`src/rtl/upt_pkg.sv`:
```
package upt_pkg;
   typedef enum logic [1:0] {
      OP_ADD = 2'b00,
      OP_SUB = 2'b01,
      OP_MUL = 2'b10,
      OP_CMP = 2'b11
   } upt_op_e;

   localparam int LANES = 2;
endpackage

```
`src/rtl/upt_stream_tally.sv`:
```
// One unary lane: qualifies pulses, counts them, and flags the operand end.
module upt_stream_tally #(
   parameter int CNT_W = 8
) (
   input  logic             clk,
   input  logic             rst_n,
   input  logic             clr,
   input  logic             strobe,
   input  logic             line,
   input  logic             empty,
   output logic [CNT_W-1:0] cnt,
   output logic [CNT_W-1:0] base,
   output logic             qual,
   output logic             fin
);
   generate
      if (CNT_W < 2) begin : g_bad_width
         $error("upt_stream_tally: CNT_W must be at least 2");
      end
   endgenerate

   logic busy;

   // a pulse counts in the strobe cycle (unless empty) or while collecting
   assign qual = line & (strobe ? ~empty : busy);
   // count before this cycle's pulse, within the current operation
   assign base = (strobe | clr) ? '0 : cnt;

   always_ff @(posedge clk) begin
      if (!rst_n) begin
         cnt  <= '0;
         busy <= 1'b0;
         fin  <= 1'b0;
      end else if (strobe) begin
         if (empty) begin
            cnt  <= '0;
            busy <= 1'b0;
            fin  <= 1'b1;
         end else begin
            cnt  <= {{(CNT_W-1){1'b0}}, line};
            busy <= line;
            fin  <= ~line;
         end
      end else if (clr) begin
         cnt  <= '0;
         busy <= 1'b0;
         fin  <= 1'b0;
      end else if (busy) begin
         if (line) begin
            cnt <= cnt + 1'b1;
         end else begin
            busy <= 1'b0;
            fin  <= 1'b1;
         end
      end
   end

   AST_ENDED_FROZEN: assert property (@(posedge clk) disable iff (!rst_n)
      fin && !strobe && !clr |=> fin && $stable(cnt));

   AST_EMPTY_ENDS: assert property (@(posedge clk) disable iff (!rst_n)
      strobe && empty |=> fin && (cnt == '0));
endmodule

```
`src/rtl/upt_accum.sv`:
```
// Result accumulator: merged count, up/down count, or incremental product.
module upt_accum
   import upt_pkg::*;
#(
   parameter int RES_W = 8
) (
   input  logic             clk,
   input  logic             rst_n,
   input  logic             clr,
   input  upt_op_e          op,
   input  logic             pa,
   input  logic             pb,
   input  logic [RES_W-1:0] a_base,
   input  logic [RES_W-1:0] b_base,
   output logic [RES_W-1:0] acc,
   output logic             ovf
);
   localparam int EXT_W = RES_W + 2;

   generate
      if (RES_W < 2) begin : g_bad_width
         $error("upt_accum: RES_W must be at least 2");
      end
   endgenerate

   logic [EXT_W-1:0] start_v;
   logic [EXT_W-1:0] inc_a;
   logic [EXT_W-1:0] inc_b;
   logic [EXT_W-1:0] sum_v;
   logic             hit;
   logic             ovf_base;

   assign start_v  = clr ? '0 : {2'b00, acc};
   assign ovf_base = clr ? 1'b0 : ovf;

   always_comb begin
      inc_a = '0;
      inc_b = '0;
      unique case (op)
         OP_ADD: begin
            inc_a = {{(EXT_W-1){1'b0}}, pa};
            inc_b = {{(EXT_W-1){1'b0}}, pb};
            sum_v = start_v + inc_a + inc_b;
         end
         OP_MUL: begin
            // (a+da)(b+db) = ab + da*b + db*a + da*db
            inc_a = pa ? {2'b00, b_base} : '0;
            inc_b = pb ? {2'b00, a_base} : '0;
            sum_v = start_v + inc_a + inc_b + {{(EXT_W-1){1'b0}}, pa & pb};
         end
         default: begin
            inc_a = {{(EXT_W-1){1'b0}}, pa};
            inc_b = {{(EXT_W-1){1'b0}}, pb};
            sum_v = start_v + inc_a - inc_b;
         end
      endcase
      hit = ((op == OP_ADD) || (op == OP_MUL)) && (sum_v[EXT_W-1:RES_W] != 2'b00);
   end

   always_ff @(posedge clk) begin
      if (!rst_n) begin
         acc <= '0;
         ovf <= 1'b0;
      end else begin
         acc <= sum_v[RES_W-1:0];
         ovf <= ovf_base | hit;
      end
   end

   AST_OVF_STICKY: assert property (@(posedge clk) disable iff (!rst_n)
      ovf && !clr |=> ovf);

   AST_NO_OVF_SUB: assert property (@(posedge clk) disable iff (!rst_n)
      clr && ((op == OP_SUB) || (op == OP_CMP)) |=> !ovf);

   AST_IDLE_STEADY: assert property (@(posedge clk) disable iff (!rst_n)
      !clr && !pa && !pb |=> $stable(acc));
endmodule

```
`src/rtl/pulse_tally_alu.sv`:
```
module pulse_tally_alu
   import upt_pkg::*;
#(
   parameter int RES_W = 8
) (
   input  logic             clk,
   input  logic             rst_n,
   input  logic [1:0]       op_sel,
   input  logic             a_start,
   input  logic             a_pulse,
   input  logic             a_empty,
   input  logic             b_start,
   input  logic             b_pulse,
   input  logic             b_empty,
   output logic [RES_W-1:0] result,
   output logic             done,
   output logic             ovf,
   output logic             gt,
   output logic             lt,
   output logic             eq
);
   generate
      if (RES_W < 2) begin : g_bad_width
         $error("pulse_tally_alu: RES_W must be at least 2");
      end
   endgenerate

   logic [LANES-1:0] ln_strobe;
   logic [LANES-1:0] ln_line;
   logic [LANES-1:0] ln_empty;
   logic [LANES-1:0] ln_qual;
   logic [LANES-1:0] ln_fin;
   logic [RES_W-1:0] ln_cnt  [LANES];
   logic [RES_W-1:0] ln_base [LANES];

   logic    running;
   logic    open_op;
   upt_op_e op_q;
   upt_op_e op_eff;

   assign ln_strobe = {b_start, a_start};
   assign ln_line   = {b_pulse, a_pulse};
   assign ln_empty  = {b_empty, a_empty};

   assign open_op = ~running & (a_start | b_start);
   assign op_eff  = open_op ? upt_op_e'(op_sel) : op_q;

   genvar g;
   generate
      for (g = 0; g < LANES; g++) begin : g_lane
         upt_stream_tally #(.CNT_W(RES_W)) u_tally (
            .clk    (clk),
            .rst_n  (rst_n),
            .clr    (open_op),
            .strobe (ln_strobe[g]),
            .line   (ln_line[g]),
            .empty  (ln_empty[g]),
            .cnt    (ln_cnt[g]),
            .base   (ln_base[g]),
            .qual   (ln_qual[g]),
            .fin    (ln_fin[g])
         );
      end
   endgenerate

   upt_accum #(.RES_W(RES_W)) u_accum (
      .clk    (clk),
      .rst_n  (rst_n),
      .clr    (open_op),
      .op     (op_eff),
      .pa     (ln_qual[0]),
      .pb     (ln_qual[1]),
      .a_base (ln_base[0]),
      .b_base (ln_base[1]),
      .acc    (result),
      .ovf    (ovf)
   );

   always_ff @(posedge clk) begin
      if (!rst_n) begin
         running <= 1'b0;
         op_q    <= OP_ADD;
         done    <= 1'b0;
         gt      <= 1'b0;
         lt      <= 1'b0;
         eq      <= 1'b0;
      end else begin
         done <= 1'b0;
         if (open_op) begin
            running <= 1'b1;
            op_q    <= upt_op_e'(op_sel);
            gt      <= 1'b0;
            lt      <= 1'b0;
            eq      <= 1'b0;
         end else if (running && (&ln_fin)) begin
            running <= 1'b0;
            done    <= 1'b1;
            if (op_q == OP_CMP) begin
               gt <= ln_cnt[0] >  ln_cnt[1];
               lt <= ln_cnt[0] <  ln_cnt[1];
               eq <= ln_cnt[0] == ln_cnt[1];
            end
         end
      end
   end

   AST_DONE_PULSE: assert property (@(posedge clk) disable iff (!rst_n)
      done |=> !done);

   AST_DONE_AFTER_END: assert property (@(posedge clk) disable iff (!rst_n)
      done |-> $past(ln_fin[0] && ln_fin[1]));

   AST_FLAGS_EXCL: assert property (@(posedge clk) disable iff (!rst_n)
      $onehot0({gt, lt, eq}));

   AST_HOLD_IDLE: assert property (@(posedge clk) disable iff (!rst_n)
      !running && !a_start && !b_start |=> $stable(result) && $stable({gt, lt, eq, ovf}));
endmodule

```
`config.mk`:
```
export PLATFORM = sky130hd
export DESIGN_NAME = pulse_tally_alu
export DESIGN_NICKNAME = d
export VERILOG_FILES = /design/src/rtl/upt_pkg.sv /design/src/rtl/upt_stream_tally.sv /design/src/rtl/upt_accum.sv /design/src/rtl/pulse_tally_alu.sv
export SDC_FILE = /design/constraint.sdc
export NUM_CORES = 1
export LEC_CHECK = 0
export BUFFER_PORTS_ARGS = -buffer_cell sky130_fd_sc_hd__buf_2
export CAP_MARGIN = 20
export CORE_UTILIZATION = 42
export DETAILED_ROUTE_END_ITERATION = 10
export GPL_ROUTABILITY_DRIVEN = 0
export GPL_TIMING_DRIVEN = 1
export HOLD_SLACK_MARGIN = 0.08
export SYNTH_ARGS = -nofsm -noshare
export SYNTH_HDL_FRONTEND = slang
export SYNTH_SLANG_ARGS = --single-unit
```
`constraint.sdc`:
```
create_clock -name clk -period 4.8 [get_ports clk]
set_clock_uncertainty 0.2 [all_clocks]
set_input_delay 0.72 -clock clk [delete_from_list [all_inputs] [get_ports clk]]
set_output_delay 0.72 -clock clk [all_outputs]
set_load 0.02 [all_outputs]
```
======== Word-level counts from Yosys, hierarchy flattened ========
Index checks and enable logic that the tools add are counted.
word-level totals
  flip-flop bits (word level) ............. 36
  input port bits ......................... 10
  output and inout port bits .............. 13
  word-level logic and storage cells ...... 103
cells by class
  add/subtract/negate cells ............... 8
  reductions and logical operators ........ 17
  equality and inequality tests ........... 5
  muxes and demuxes ....................... 43
  bitwise gates (word level) .............. 14
  $lt $le $gt $ge ......................... 2
operator list
  operator                                        number
  two-way mux 8 bit                               13
  adder 10 x 1 -> 10 bit                          3
  two-way mux 1 bit                               28
  adder 10 bit                                    2
  one-hot mux 10 bit (2 select lines)             1
  adder 8 x 1 -> 8 bit (second input constant)    2
  AND reduction 2 bit                             6
  nonzero test 3 bit                              4
  subtractor 10 x 1 -> 10 bit                     1
  equality test 8 bit                             1
  greater-than comparator 8 bit                   1
  less-than comparator 8 bit                      1
  != test 3 x 2 -> 1 bit (second input constant)  2
  NOT 1 bit                                       6
  AND 1 bit                                       4
  equality test 2 bit (second input constant)     2
  OR 1 bit                                        4
  nonzero test 2 bit                              2
  logical AND 1 bit                               2
  logical NOT 2 bit                               1
  two-way mux 2 bit                               1
  OR reduction 2 bit                              1
  logical OR 1 bit                                1

======== Longest topological paths before layout ========
Gate-level depths: netlist (run 1).
  word-level depth ........................ 12
  depth in mapped cells ................... 15

======== By module ========
Synthesis (run 1) repeated with hierarchy kept, for this count alone.
second synthesis, totals
  cells, all modules ...................... 365
  area, all modules ....................... 3,026.7 um^2
by module, submodules not included
  module            times used  cells an instance  area an instance (um^2)  sequential area each (um^2)
  upt_accum         1           184                1,519.0                  180.2
  upt_stream_tally  2           63                 513.0                    200.2
  pulse_tally_alu   1           55                 481.7                    140.1

======== Worst setup path before layout (run 1) ========
No wires, ideal clock.
  path type ............................... in2reg
  start ................................... input port a_start
  end ..................................... register u_accum.acc[6]
  cell stages on the path ................. 15
  path buffers ............................ 3
  setup slack ............................. 0.803 ns
  data arrival time ....................... 3.675 ns
  data required time ...................... 4.478 ns
  cells stage by stage .................... buf_2 o21bai_4 buf_2 buf_2 and2_1 inv_1 fa_1 inv_1 ha_1 fa_1 a211oi_1 o21bai_1 a21oi_1 mux2i_1 a311o_1
between the ends
  longest elaborated chain between the ends .. 9
ends and longest elaborated chain
  item                                     RTL line                RTL
  from (decl)                              pulse_tally_alu.sv:9    input logic a_start,
  OR 1 bit                                 pulse_tally_alu.sv:45   assign open_op = ~running & (a_start | b_start);
  AND 1 bit                                pulse_tally_alu.sv:45
  OR 1 bit                                 upt_stream_tally.sv:27  assign base = (strobe | clr) ? '0 : cnt;
  two-way mux 8 bit                        upt_stream_tally.sv:27
  two-way mux 8 bit                        upt_accum.sv:47         inc_a = pa ? {2'b00, b_base} : '0;
  adder 10 bit (2 in series)               upt_accum.sv:49         sum_v = start_v + inc_a + inc_b + {{(EXT_W-1){1'b0}}, pa & pb};
  adder 10 x 1 -> 10 bit                   upt_accum.sv:49
  one-hot mux 10 bit (2 select lines) (*)  upt_accum.sv:39         unique case (op)
  to (signal assigned)                     upt_accum.sv:65         acc <= sum_v[RES_W-1:0];
  to (decl)                                upt_accum.sv:15         output logic [RES_W-1:0] acc,
Mark *: on every way between the ends. The rest lies on a longest branch, timed or not.
A chain may end at the register's enable or synchronous reset.

======== Final worst setup path (run 1) ========
  start ................................... input port b_pulse
  end ..................................... register u_accum.acc[6]
between the ends
  longest elaborated chain between the ends .. 5
ends and longest elaborated chain
  item                                     RTL line                RTL
  from (decl)                              pulse_tally_alu.sv:13   input logic b_pulse,
  AND 1 bit (*)                            upt_stream_tally.sv:25  assign qual = line & (strobe ? ~empty : busy);
  two-way mux 8 bit                        upt_accum.sv:48         inc_b = pb ? {2'b00, a_base} : '0;
  adder 10 bit                             upt_accum.sv:49
  adder 10 x 1 -> 10 bit                   upt_accum.sv:49
  one-hot mux 10 bit (2 select lines) (*)  upt_accum.sv:39
Marked as above.

==> run metrics, run 1 <==
Slew HR 56.22%; die span in x 85.85 microns; Async SR Flop Fraction 0%; Worst Setup EP u_accum.acc[6]; Tcrit/Tclk final 83.49%; leakage 0.001497 uW; critical path cell sequence buf_2, nand2_1, o21ai_0, nor2b_1, buf_4, nand2_1, fa_1, inv_1, ha_1, fa_1, a211oi_1, o21bai_1, a21oi_1, mux2i_1, a311o_1; Filler cells 690; yosys warns 0; Buf+Inv Stages, Crit Path 3; critical path's slowest cell fa_1; CTS tree yes; RSZ-0062 raised after global routing false; post-route setup slack 0.7925 ns; slowest stage delay, CP 0.51 ns; Antenna Cells 0; # rows 30; syn nets 421; Min-Delay Path Class reg -> reg; I/O pins 23; Place WS 0.5028 ns; initial antenna violation count 0; GRT Total Usage 20.04%; final setup vio count 0; CP Data Arrival Time 4.00 ns; Post-synth EDFFs 0; Hold Violations, Final 0; crit path max fanout 8; Crit. path cell count 15; FF-to-FF End u_accum.acc[6]; DP Cell Count 481; Synth Flop Type dfxtp_1; Max Cap Violations 0; Mapped Area 0.002953 sq mm; layout cells sized above 1 9.184%; GR Overflow Total 0; largest net degree at the start of global routing 24; Die ar. 0.007370 sq mm; CP Launch Point b_pulse; R2R Path Start g_lane[1].u_tally.busy; Yosys cell types 47; post-route ant nets 0; drt first pass iters 4; number of global-route vias before repair 2415; Die H 85.85 microns; P per Cell Area 207.0 mW/mm^2; CP Capture Type register; vias after detailed routing 2576; Max Freq 249.5 MHz; first-pass GRT wire length 11.54 mm; cell count after synthesis 372; VDD IR max 0.1344 mV; total wire length 7.004 mm; Post-DP HPWL 5.482 mm; floorplan core area 0.006794 sq mm; Post-Syn Area per Cell 7.938 sq um; setup TNS 0 ns; Skew-Pair Late Insertion Delay 0.30 ns; vias per cell 5.279; post-CTS setup buffer count 0; area of placed instances 0.003152 sq mm; r2r worst-path depth 14; Final Critical Period 4.007 ns; H-Tree Depth 2; Core Util, Final 47.81%; FF+latch count, synth 36; Initial Util 43.46%; delay-heaviest family, CP compound AO/OA/AOI/OAI gates; drt wl/cell 14.35 microns; critical path class in -> reg; clock root buffer clkbuf_8; Worst EP required 4.79 ns; Port Buffers 22; reg-to-reg setup timing slack 0.99 ns; Num CTS Buffers 5; Hold-fix buffers, CTS 0; Layout Cells excl Fill 488; sequential area share after synthesis 24.41%; # DRC 0; area grow syn2layout 10.00%; CTS clk-pin slew, worst paths 0.08 ns; final instance area 0.003248 sq mm; Final nets 441; cts repair resizes 0; CTS max path bufs 2; initial detailed-routing violation count 90; clock sinks 36; Worst Max-Slew Pin Slew 0.6439 ns; status finished clean; Pins Over Slew Limit 0; Worst Setup Start Kind primary input
==> cell usage in the layout (no fill, tap or decap), types with 2 or more instances in the layout <==
master,count
o211ai_1,4
ha_1,29
o21ai_0,15
clkbuf_8,7
a311o_1,2
inv_1,36
o31ai_1,3
buf_4,2
or2_2,2
nor2_1,34
nand4_1,9
nand2b_1,5
and4_1,3
nor2b_1,2
a21o_1,6
a21oi_1,20
nand3_1,12
dfxtp_1,36
nor4_1,2
and3_1,5
o211a_1,2
xor2_1,11
o21a_1,5
nor3_1,7
or3_1,6
fa_1,10
buf_2,22
xnor2_1,9
a211oi_1,7
o21bai_1,3
nand2_1,43
and2_1,11
mux2i_1,5
o41ai_1,3
==> synth_stat cells (4+ instances only) <==
| library cell | instances | area share (%) |
|---|---|---|
| inv_1 | 36 | 4.6 |
| nor3_1 | 7 | 1.2 |
| fa_1 | 10 | 6.8 |
| mux2i_1 | 5 | 1.7 |
| o21ai_0 | 15 | 2.5 |
| o211ai_1 | 4 | 1.0 |
| dfxtp_1 | 36 | 24 |
| nand2b_1 | 5 | 1.1 |
| nor2_1 | 34 | 4.3 |
| ha_1 | 29 | 12 |
| a21oi_1 | 20 | 3.4 |
| buf_2 | 4 | 0.68 |
| xor2_1 | 11 | 3.3 |
| o21a_1 | 5 | 1.3 |
| nand2_1 | 43 | 5.5 |
| nand4_1 | 9 | 1.9 |
| or3_1 | 6 | 1.3 |
| xnor2_1 | 9 | 2.7 |
| and3_1 | 5 | 1.1 |
| nand3_1 | 12 | 2.0 |
| a21o_1 | 6 | 1.5 |
| clkbuf_1 | 7 | 0.89 |
| and2_1 | 11 | 2.3 |
| a211oi_1 | 7 | 1.8 |
==> layer usage <==
| metal | track usage (%) | vias to the layer above | share of wire, % |
|---|---|---|---|
| met2 | 32.44 | 41 | 45 |
| met5 | 0 | - | 0 |
| met1 | 27.67 | 1199 | 50 |
| li1 | - | 1332 | - |
| met3 | 3.561 | 4 | 3.8 |
| met4 | 5.000 | 0 | 0.76 |
==> kinds of logic after synthesis <==
family / after synthesis / synth area share, %
simple gates: 144 / 23.60
compound gates: 79 / 18.18
flops: 36 / 24.41
mux: 7 / 2.669
xor+xnor: 20 / 5.932
buf+inv: 47 / 6.144
fa+ha+maj: 39 / 19.07
==> how the worst min path moves through the flow <==
stage | from | end | cells after the start
global placement | eq | eq | 2
CTS | eq | eq | 2
detailed placement | eq | eq | 2
floorplan | op_q[0] | op_q[0] | 2
global route | eq | eq | 2
finish | eq | eq | 2
==> final cells by class <==
| class | instances | area, sq um | share of cell area (%) |
|---|---|---|---|
| clock buffer | 7 | 96.34 | 2.966 |
| inverter | 36 | 135.1 | 4.160 |
| timing repair buffer | 24 | 125.1 | 3.852 |
| multi-input combinational | 289 | 2051 | 63.14 |
| tap | 96 | 120.1 | 3.698 |
| sequential | 36 | 720.7 | 22.19 |
==> report_power, final <==
part           total (uW)  internal (uW)  switching [uW]
combinational         114           41.8            72.0
clock                 241            128             113
sequential            317            308            9.15
==> worst reg2reg max path, cell delays in order (launching register included) <==
cell and delay [ns]:
dfxtp_1 0.35, nand2_1 0.09, o21ai_0 0.39, nor2b_1 0.19
buf_4 0.16, nand2_1 0.08, fa_1 0.51, inv_1 0.04
ha_1 0.22, fa_1 0.44, a211oi_1 0.37, o21bai_1 0.12
a21oi_1 0.19, mux2i_1 0.09, a311o_1 0.26
==> state kept, by name, indices dropped and copies added (netlist names) <==
signal,count
running,1
g_lane.u_tally.fin,2
gt,1
g_lane.u_tally.busy,2
lt,1
eq,1
op_q,2
u_accum.acc,8
g_lane.u_tally.cnt,16
u_accum.ovf,1
done,1
==> stage by stage <==
stage | hold slack (ns) | power (uW)
final | 0.2583 | 672.4
after global routing | 0.2833 | 706.3
after CTS | 0.2631 | 681.9
after detailed placement | 0.2421 | 438.4
after global placement | 0.2446 | 436.5
after floorplan | 0.2577 | 404.1
No activity file was read; power rests on OpenSTA's default activity.
==> run 2: changes to the inputs <==
==> constraint.sdc (replaced) <==
create_clock -name clk -period 3.61 [get_ports clk]
set_clock_uncertainty 0.2 [all_clocks]
set_input_delay 0.5415 -clock clk [delete_from_list [all_inputs] [get_ports clk]]
set_output_delay 0.5415 -clock clk [all_outputs]
set_load 0.02 [all_outputs]
==> run metrics, run 2 (same netlist as run 1, synthesis figures left out) <==
Hold Violations, Final 0; delay-heaviest family, CP adder cells; # DRC 0; total power 897.1 uW; clock sinks 36; FF-to-FF End u_accum.acc[6]; CTS max path bufs 2; Min-Delay Path Class reg -> reg; # rows 30; critical path's slowest cell fa_1; final setup vio count 0; vias after detailed routing 2725; critical path class in -> reg; Antenna Cells 0; post-route ant nets 0; Hold-fix buffers, CTS 0; Max Cap Violations 0; Pins Over Slew Limit 0; CP Capture Type register; critical path cell sequence buf_2, o21ai_0, nor2b_1, nand2_1, fa_1, inv_1, ha_2, fa_2, a211oi_2, o21bai_1, a21oi_1, mux2i_1, a311o_1; largest net degree at the start of global routing 21; vias per cell 5.220; H-Tree Depth 2; max reg flops 16; Die ar. 0.007370 sq mm; first-pass GRT wire length 12.30 mm; Final nets 474; Num CTS Buffers 5; area grow syn2layout 18.60%; commonest non-fill, non-tap cell in the layout nand2_1; Initial Util 43.46%; Worst Max-Slew Pin Slew 0.5831 ns; GRT Total Usage 21.01%; crit path max fanout 7; Buf+Inv Stages, Crit Path 2; Die H 85.85 microns; drt wl/cell 13.75 microns; Worst Setup Start Kind primary input; Worst Setup EP u_accum.acc[6]; Port Buffers 22; drt first pass iters 4; initial antenna violation count 0; most frequent cells in the layout 42 x nand2_1, 36 x inv_1, 36 x dfxtp_1, 35 x buf_4, 34 x nor2_1; clock root buffer clkbuf_8; floorplan core area 0.006794 sq mm; layout cells sized above 1 16.90%; CTS tree yes; I/O pins 23; CP Launch Point b_start; total wire length 7.177 mm; CP Data Arrival Time 3.35 ns; status finished clean; Tcrit/Tclk final 93.17%; initial detailed-routing violation count 98; post-CTS setup buffer count 0; RSZ-0062 raised after global routing false; r2r worst-path depth 13; slowest stage delay, CP 0.50 ns; CTS clk-pin slew, worst paths 0.08 ns; R2R Path Start g_lane[1].u_tally.busy; reg-to-reg setup timing slack 0.26 ns; GR Overflow Total 0; leakage 0.001653 uW; Regs by FF count g_lane.u_tally.cnt x16, u_accum.acc x8; P per Cell Area 256.2 mW/mm^2; Worst EP required 3.60 ns; Final Critical Period 3.363 ns; number of global-route vias before repair 2606; Slew HR 60.35%; die span in x 85.85 microns; Post-DP HPWL 5.882 mm; cts repair resizes 0; Max Freq 297.3 MHz; VDD IR max 0.1871 mV; Skew-Pair Late Insertion Delay 0.29 ns; Most flops, register g_lane.u_tally.cnt; Crit. path cell count 13; Fin Hold WS 0.2581 ns
-- run 2: cell count changes in the layout (fill, tap and decap cells not counted), sizes merged --
cell	before	now
clkbuf	7	8
buf	24	57
-- run 2: worst reg2reg max path, stage by stage (launching register included) --
cell and delay [ns]:
dfxtp_1 0.34, nand2_1 0.06, o21ai_0 0.25, nor2b_1 0.26, nand2_1 0.11, fa_1 0.50
inv_1 0.04, ha_2 0.19, fa_2 0.39, a211oi_2 0.25, o21bai_1 0.10, a21oi_1 0.17
mux2i_1 0.10, a311o_1 0.27
-- run 2: worst min-delay path by stage --
stage / from / end / slack (ns) / depth (start not counted)
after global routing: eq / eq / 0.30 / 2
after detailed placement: eq / eq / 0.25 / 2
after floorplan: op_q[0] / op_q[0] / 0.26 / 2
final: eq / eq / 0.26 / 2
after CTS: eq / eq / 0.26 / 2
after global placement: eq / eq / 0.25 / 2
-- run 2: final cells by class --
cell class	instances	area [sq um]
fill	688	3292
multi-input combinational	289	2063
sequential	36	720.7
timing repair buffer	57	372.9
inverter	36	135.1
tap	96	120.1
clock buffer	8	90.09
-- run 2: where the power goes --
part           switching, uW  internal (uW)  leakage (uW)
sequential              11.3            410      0.000292
combinational            101           73.5       0.00132
clock                    146            156     0.0000455
-- run 2: stage by stage --
stage               cell area [sq um]  instances  worst slack (ns)  setup TNS, ns  util [%]
detailed placement               3412        514          -0.06895        -0.1950     50.22
floorplan                        2975        372           0.02666              0         -
global route                     3502        522           0.04261              0     51.55
finish                           3502        522            0.2466              0     51.55
CTS                              3502        522            0.2441              0     51.55
global placement                 3412        514          0.009368              0     50.22
-- run 2: per-layer routing --
metal | up-vias | share of wire [%] | GRT usage [%]
met2 | 39 | 47 | 35.93
met4 | 0 | 0.65 | 4.697
met5 | - | 0 | 0
li1 | 1398 | - | -
met1 | 1283 | 50 | 28.20
met3 | 5 | 2.5 | 2.887
